### config.mk
export PLATFORM = sky130hd
export DESIGN_NAME = hsbus_regfile
export DESIGN_NICKNAME = d
export VERILOG_FILES = /design/src/rtl/hsb_pkg.sv /design/src/rtl/hsb_sync.sv /design/src/rtl/hsb_regbank.sv /design/src/rtl/hsb_fsm.sv /design/src/rtl/hsbus_regfile.sv
export SDC_FILE = /design/constraint.sdc
export NUM_CORES = 1
export LEC_CHECK = 0
export BUFFER_PORTS_ARGS = -buffer_cell sky130_fd_sc_hd__buf_2
export CAP_MARGIN = 20
export CORE_MARGIN = 2
export CORE_UTILIZATION = 45
export DETAILED_ROUTE_END_ITERATION = 12
export PLACE_DENSITY = 0.69
export SYNTH_ARGS = -nofsm -noshare
export SYNTH_HDL_FRONTEND = slang
export SYNTH_SLANG_ARGS = --single-unit
### constraint.sdc
create_clock -name clk -period 6.75 [get_ports clk]
set_input_delay 0.3375 -clock clk [delete_from_list [all_inputs] [get_ports clk]]
set_output_delay 0.3375 -clock clk [all_outputs]
set_load 0.01 [all_outputs]
### src/rtl/hsb_pkg.sv
package hsb_pkg;
  typedef enum logic [2:0] {
    ST_IDLE,
    ST_HOLD,
    ST_DRIVE,
    ST_DRIVE_ACK,
    ST_RELEASE,
    ST_MUTE
  } hsb_state_t;
endpackage

### src/rtl/hsb_sync.sv
module hsb_sync #(
  parameter int W      = 4,
  parameter int STAGES = 2
) (
  input  logic         clk,
  input  logic         rst,
  input  logic [W-1:0] d,
  output logic [W-1:0] q
);
  logic [W-1:0] chain [STAGES];

  always_ff @(posedge clk) begin
    if (rst) chain[0] <= '0;
    else     chain[0] <= d;
  end

  for (genvar i = 1; i < STAGES; i++) begin : g_stage
    always_ff @(posedge clk) begin
      if (rst) chain[i] <= '0;
      else     chain[i] <= chain[i-1];
    end
  end

  assign q = chain[STAGES-1];
endmodule

### src/rtl/hsb_regbank.sv
module hsb_regbank #(
  parameter int NREG = 3,
  parameter int BW   = 8,
  parameter int IW   = 2
) (
  input  logic               clk,
  input  logic               rst,
  input  logic               we,
  input  logic               we_hi,
  input  logic [IW-1:0]      widx,
  input  logic [BW-1:0]      wdata,
  input  logic [IW-1:0]      ridx,
  output logic [2*BW-1:0]    rword,
  output logic [NREG*2*BW-1:0] flat
);
  localparam int WW = 2 * BW;

  logic [WW-1:0] mem [NREG];

  for (genvar k = 0; k < NREG; k++) begin : g_word
    always_ff @(posedge clk) begin
      if (rst) begin
        mem[k] <= '0;
      end else if (we && (int'(widx) == k)) begin
        if (we_hi) mem[k][WW-1:BW] <= wdata;
        else       mem[k][BW-1:0]  <= wdata;
      end
    end
    assign flat[k*WW +: WW] = mem[k];
  end

  always_comb begin
    rword = '0;
    for (int k = 0; k < NREG; k++)
      if (int'(ridx) == k) rword = mem[k];
  end
endmodule

### src/rtl/hsb_fsm.sv
module hsb_fsm
  import hsb_pkg::*;
#(
  parameter int BW    = 8,
  parameter int NBYTE = 6
) (
  input  logic          clk,
  input  logic          rst,
  input  logic          s_rdy,
  input  logic          s_hbe,
  input  logic          s_lbe,
  input  logic          s_rd,
  input  logic [BW-1:0] ad_in,
  input  logic [2*BW-1:0] rword,
  output logic          ack,
  output logic          oe,
  output logic [BW-1:0] ad_out,
  output logic [BW-1:0] addr_q,
  output logic          we,
  output logic          we_hi,
  output logic [BW-1:0] wdata
);
  hsb_state_t st;
  logic       addr_ok;
  logic       is_addr, one_lane, in_range;

  assign is_addr  = !s_hbe && !s_lbe;
  assign one_lane = s_hbe ^ s_lbe;
  assign in_range = int'(ad_in) < NBYTE;

  // write strobe to the bank: issued in the cycle the phase is accepted
  assign we    = (st == ST_IDLE) && s_rdy && one_lane && addr_ok && !s_rd;
  assign we_hi = s_hbe;
  assign wdata = ad_in;

  always_ff @(posedge clk) begin
    if (rst) begin
      st      <= ST_IDLE;
      ack     <= 1'b0;
      oe      <= 1'b0;
      ad_out  <= '0;
      addr_q  <= '0;
      addr_ok <= 1'b0;
    end else begin
      unique case (st)
        ST_IDLE: if (s_rdy) begin
          if (is_addr) begin
            if (in_range) begin
              addr_q  <= ad_in;
              addr_ok <= 1'b1;
              ack     <= 1'b1;
              st      <= ST_HOLD;
            end else begin
              addr_ok <= 1'b0;
              st      <= ST_MUTE;
            end
          end else if (!one_lane || !addr_ok) begin
            st <= ST_MUTE;
          end else if (s_rd) begin
            ad_out <= s_hbe ? rword[2*BW-1:BW] : rword[BW-1:0];
            oe     <= 1'b1;
            st     <= ST_DRIVE;
          end else begin
            ack <= 1'b1;
            st  <= ST_HOLD;
          end
        end
        ST_DRIVE: begin
          ack <= 1'b1;
          st  <= ST_DRIVE_ACK;
        end
        ST_DRIVE_ACK: if (!s_rdy) begin
          oe <= 1'b0;
          st <= ST_RELEASE;
        end
        ST_RELEASE: begin
          ack <= 1'b0;
          st  <= ST_IDLE;
        end
        ST_HOLD: if (!s_rdy) begin
          ack <= 1'b0;
          st  <= ST_IDLE;
        end
        ST_MUTE: if (!s_rdy) st <= ST_IDLE;
        default: st <= ST_IDLE;
      endcase
    end
  end
endmodule

### src/rtl/hsbus_regfile.sv
module hsbus_regfile #(
  parameter int NREG   = 3,
  parameter int BW     = 8,
  parameter int STAGES = 2
) (
  input  logic                  clk,
  input  logic                  rst,
  input  logic                  rdy_i,
  input  logic                  hbe_i,
  input  logic                  lbe_i,
  input  logic                  rd_i,
  input  logic [BW-1:0]         ad_i,
  output logic [BW-1:0]         ad_o,
  output logic                  ad_oe_o,
  output logic                  ack_o,
  output logic [NREG*2*BW-1:0]  regs_o
);
  localparam int NBYTE = 2 * NREG;
  localparam int IW    = (NREG > 1) ? $clog2(NREG) : 1;

  logic [3:0]      s_ctl;
  logic [BW-1:0]   addr_q;
  logic [2*BW-1:0] rword;
  logic            we, we_hi;
  logic [BW-1:0]   wdata;
  logic [IW-1:0]   widx;

  hsb_sync #(.W(4), .STAGES(STAGES)) u_sync (
    .clk(clk), .rst(rst),
    .d({rdy_i, hbe_i, lbe_i, rd_i}),
    .q(s_ctl)
  );

  hsb_fsm #(.BW(BW), .NBYTE(NBYTE)) u_fsm (
    .clk(clk), .rst(rst),
    .s_rdy(s_ctl[3]), .s_hbe(s_ctl[2]), .s_lbe(s_ctl[1]), .s_rd(s_ctl[0]),
    .ad_in(ad_i), .rword(rword),
    .ack(ack_o), .oe(ad_oe_o), .ad_out(ad_o), .addr_q(addr_q),
    .we(we), .we_hi(we_hi), .wdata(wdata)
  );

  // word index: byte address with bit 0 dropped
  assign widx = addr_q[IW:1];

  hsb_regbank #(.NREG(NREG), .BW(BW), .IW(IW)) u_bank (
    .clk(clk), .rst(rst),
    .we(we), .we_hi(we_hi), .widx(widx), .wdata(wdata),
    .ridx(widx), .rword(rword), .flat(regs_o)
  );
endmodule

==> run metrics <==
remaining antenna violation count=0; via count=around 2500; register area=between 1500 and 2000 µm²; Synthesis Warnings=0; Ant. Diodes=0; Worst-Skew Late Latency=0.34 ns; first-pass GRT wire length=between 10000 and 15000 µm; vias in the first global route=~2300; Synth Register Bits=a little over 70; Final Hold Fails=0; Leakage Power=approximately 1.5 nW; Worst-path clk slew=roughly 0.07 ns; GP Congestion=0.854; slowest stage cell, crit path=or4_1; Port Buffer Count=71; syn nets=309; min Tclk post-route=2.83 ns; clock skew=approximately 0.011 ns; # IOs=a little over 70; Final TNS setup=0 ns; detailed router's first-iteration violation count=roughly 230; status=finished, final reports clean; Overflow after GRT=0; full die area=7830 µm²; Worst slew margin=a little over a third; core outline area=about 7000 µm²; max_cap viols=0; period utilisation layout=a little over two fifths; cell count after synthesis=294; Worst EP arrival=between 3 and 4 ns; CP max FO=16; H-tree depth=3; Slew Limit Fails=0; crit-path max cell delay=0.77 ns; hold depth=2; residual DRC count=0; initial antenna violation count=0; drt first pass iters=6; maximum vdd ir drop=between 0.1 and 0.15 mV; setup bufs post-CTS=0; Setup crit start kind=flip-flop; CTS sink cnt=72; Root Driver=clkbuf_8; Initial Util=46.8%; Multi-input gate area=roughly 1200 µm²; Vert. Die Dim=approximately 89 µm; Setup Viol. Count Final=0; fmax=approximately 0.35 GHz; commonest non-fill, non-tap cell in the layout=buf_2; Synth cell types=40; Fillers=between 600 and 700; Routed WL=around 7700 µm; CP Cell Sequence=inv_1, ha_1, nand2_1, or4_1, or3_1, a21oi_1; Post-Syn Area per Cell=roughly 11 µm²; num rows=30; Seq/Total Area, Yosys=59.8%; Via density=around 5.4; layout cells sized above 1=approximately 29%; CTS Buffer Depth=2; Pwr per Cell Area=~240 nW/µm²; Resized Gates After CTS=0; total CTS buffers=9; largest net degree at the start of global routing=34; TritonCTS clock tree=built; synthesized area=between 3000 and 4000 µm²; nature of the critical path endpoint=flip-flop; most frequent cells in the layout=71 x buf_2, 55 x nor2_1, 48 x edfxtp_1; Post-DP HPWL=5460 µm; RSZ-0062 raised after global routing=false; WL per Instance=approximately 17 µm; Hold Crit Class=input port to flip-flop; CP Class=flip-flop to flip-flop; nets=373; total global-route track usage=20.7%; reg2reg path depth=6; Worst EP required=7.01 ns; width of the die=approximately 89 µm; CTS Hold Buffers Added=0; worst slew pin tran=roughly 0.95 ns; area grow syn2layout=18.8%; Util after Layout=a little under three fifths
[cell families after synthesis]
group           after synthesis  share of synthesized area (%)
compound gates               49                           11.1
buf+inv                      25                           3.47
fa+ha+maj                     1                          0.389
simple gates                130                           19.3
mux                          17                           5.92
flops                        72                           59.8
[stage by stage]
step	worst slack (ns)	power (W)	instances	hold slack, ns	cell area [µm²]
6_report	3.92	0.000910	458	0.208	3820
5_1_grt	3.72	0.000944	458	0.206	3820
4_1_cts	3.96	0.000916	457	0.197	3810
3_5_place_dp	3.98	0.000558	442	0.421	3600
3_3_place_gp	4.06	0.000557	442	0.423	3600
2_1_floorplan	4.57	0.000533	294	0.414	3210
[cell usage after synthesis]
| cell type | n | share of area, % |
|---|---|---|
| nor3_1 | 6 | 0.93 |
| a21oi_1 | 14 | 2.2 |
| or3b_2 | 1 | 0.27 |
| o22ai_1 | 1 | 0.19 |
| a22oi_1 | 5 | 1.2 |
| and3_1 | 1 | 0.19 |
| o32a_1 | 1 | 0.31 |
| clkinv_1 | 1 | 0.12 |
| or2b_1 | 1 | 0.23 |
| a21o_1 | 7 | 1.6 |
| dfxtp_1 | 24 | 15 |
| inv_1 | 5 | 0.58 |
| nor4_1 | 2 | 0.39 |
| nand4_1 | 2 | 0.39 |
| or3_1 | 4 | 0.78 |
| a211o_1 | 5 | 1.4 |
| nor3b_1 | 1 | 0.23 |
| mux2i_1 | 1 | 0.31 |
| buf_2 | 2 | 0.31 |
| nand4bb_1 | 1 | 0.35 |
| buf_6 | 2 | 0.70 |
| nor2b_1 | 11 | 2.1 |
| buf_1 | 1 | 0.12 |
| a211oi_1 | 2 | 0.47 |
| nand2_1 | 32 | 3.7 |
| or4_1 | 1 | 0.23 |
| ha_1 | 1 | 0.39 |
| a221oi_1 | 12 | 3.3 |
| nor4b_4 | 1 | 0.74 |
| mux2_2 | 16 | 5.6 |
| edfxtp_1 | 48 | 45 |
| nand3_1 | 4 | 0.62 |
| clkbuf_1 | 14 | 1.6 |
| and3b_1 | 1 | 0.27 |
| nor2_1 | 55 | 6.4 |
| nand3b_1 | 3 | 0.70 |
| a311oi_1 | 1 | 0.27 |
| nand2b_1 | 2 | 0.39 |
| or2_4 | 1 | 0.27 |
| o31ai_1 | 1 | 0.23 |
[final cells by class]
type | count | area share, %
clock buffer | 9 | 3.25
clock inverter | 6 | 2.23
inverter | 6 | 0.590
multi-input combinational | 197 | 30.9
sequential | 72 | 50.4
tap | 96 | 3.15
timing repair buffer | 72 | 9.51
[routing by layer]
layer  global-route usage, %  wire [µm]
met1                    27.6       3450
met2                    32.1       3530
met3                    5.88        562
met4                    7.85        112
met5                       0          0
[worst max-delay path, delay by kind of cell, from the launching register on]
kind,cells,cell delay (ns)
adder cells (fa/ha/maj),1,0.41
buffers and inverters,1,0.24
AND/OR/NAND/NOR,3,1.32
flip-flops,1,0.64
AO/OA/AOI/OAI,1,0.15
[worst paths after layout]
| check | endpoint | from | slack [ns] |
|---|---|---|---|
| hold / removal | u_sync.chain[0][1]$_SDFF_PP0_ | lbe_i | 0.21 |
| setup reg to reg | u_fsm.ad_out[7]$_SDFFE_PP0P_ | u_sync.chain[1][2]$_SDFF_PP0_ | 3.92 |
| setup / recovery | u_fsm.ad_out[7]$_SDFFE_PP0P_ | u_sync.chain[1][2]$_SDFF_PP0_ | 3.92 |
| hold reg to reg | u_sync.chain[1][1]$_SDFF_PP0_ | u_sync.chain[0][1]$_SDFF_PP0_ | 0.44 |
[state kept, by name, summed over array words and instances, names as in the netlist]
name / count
u_fsm.st: 3
u_fsm.addr_q: 2
u_fsm.addr_ok: 1
u_sync.chain: 8
u_fsm.ack: 1
u_fsm.oe: 1
u_bank.mem: 48
u_fsm.ad_out: 8
[report_power, final]
group          leakage (nW)  internal, W  switching [W]
Combinational         0.664    0.0000220      0.0000350
Sequential            0.691     0.000481     0.00000957
Clock                 0.101     0.000205       0.000158
Note: power is estimated with default switching activity, not from simulation.
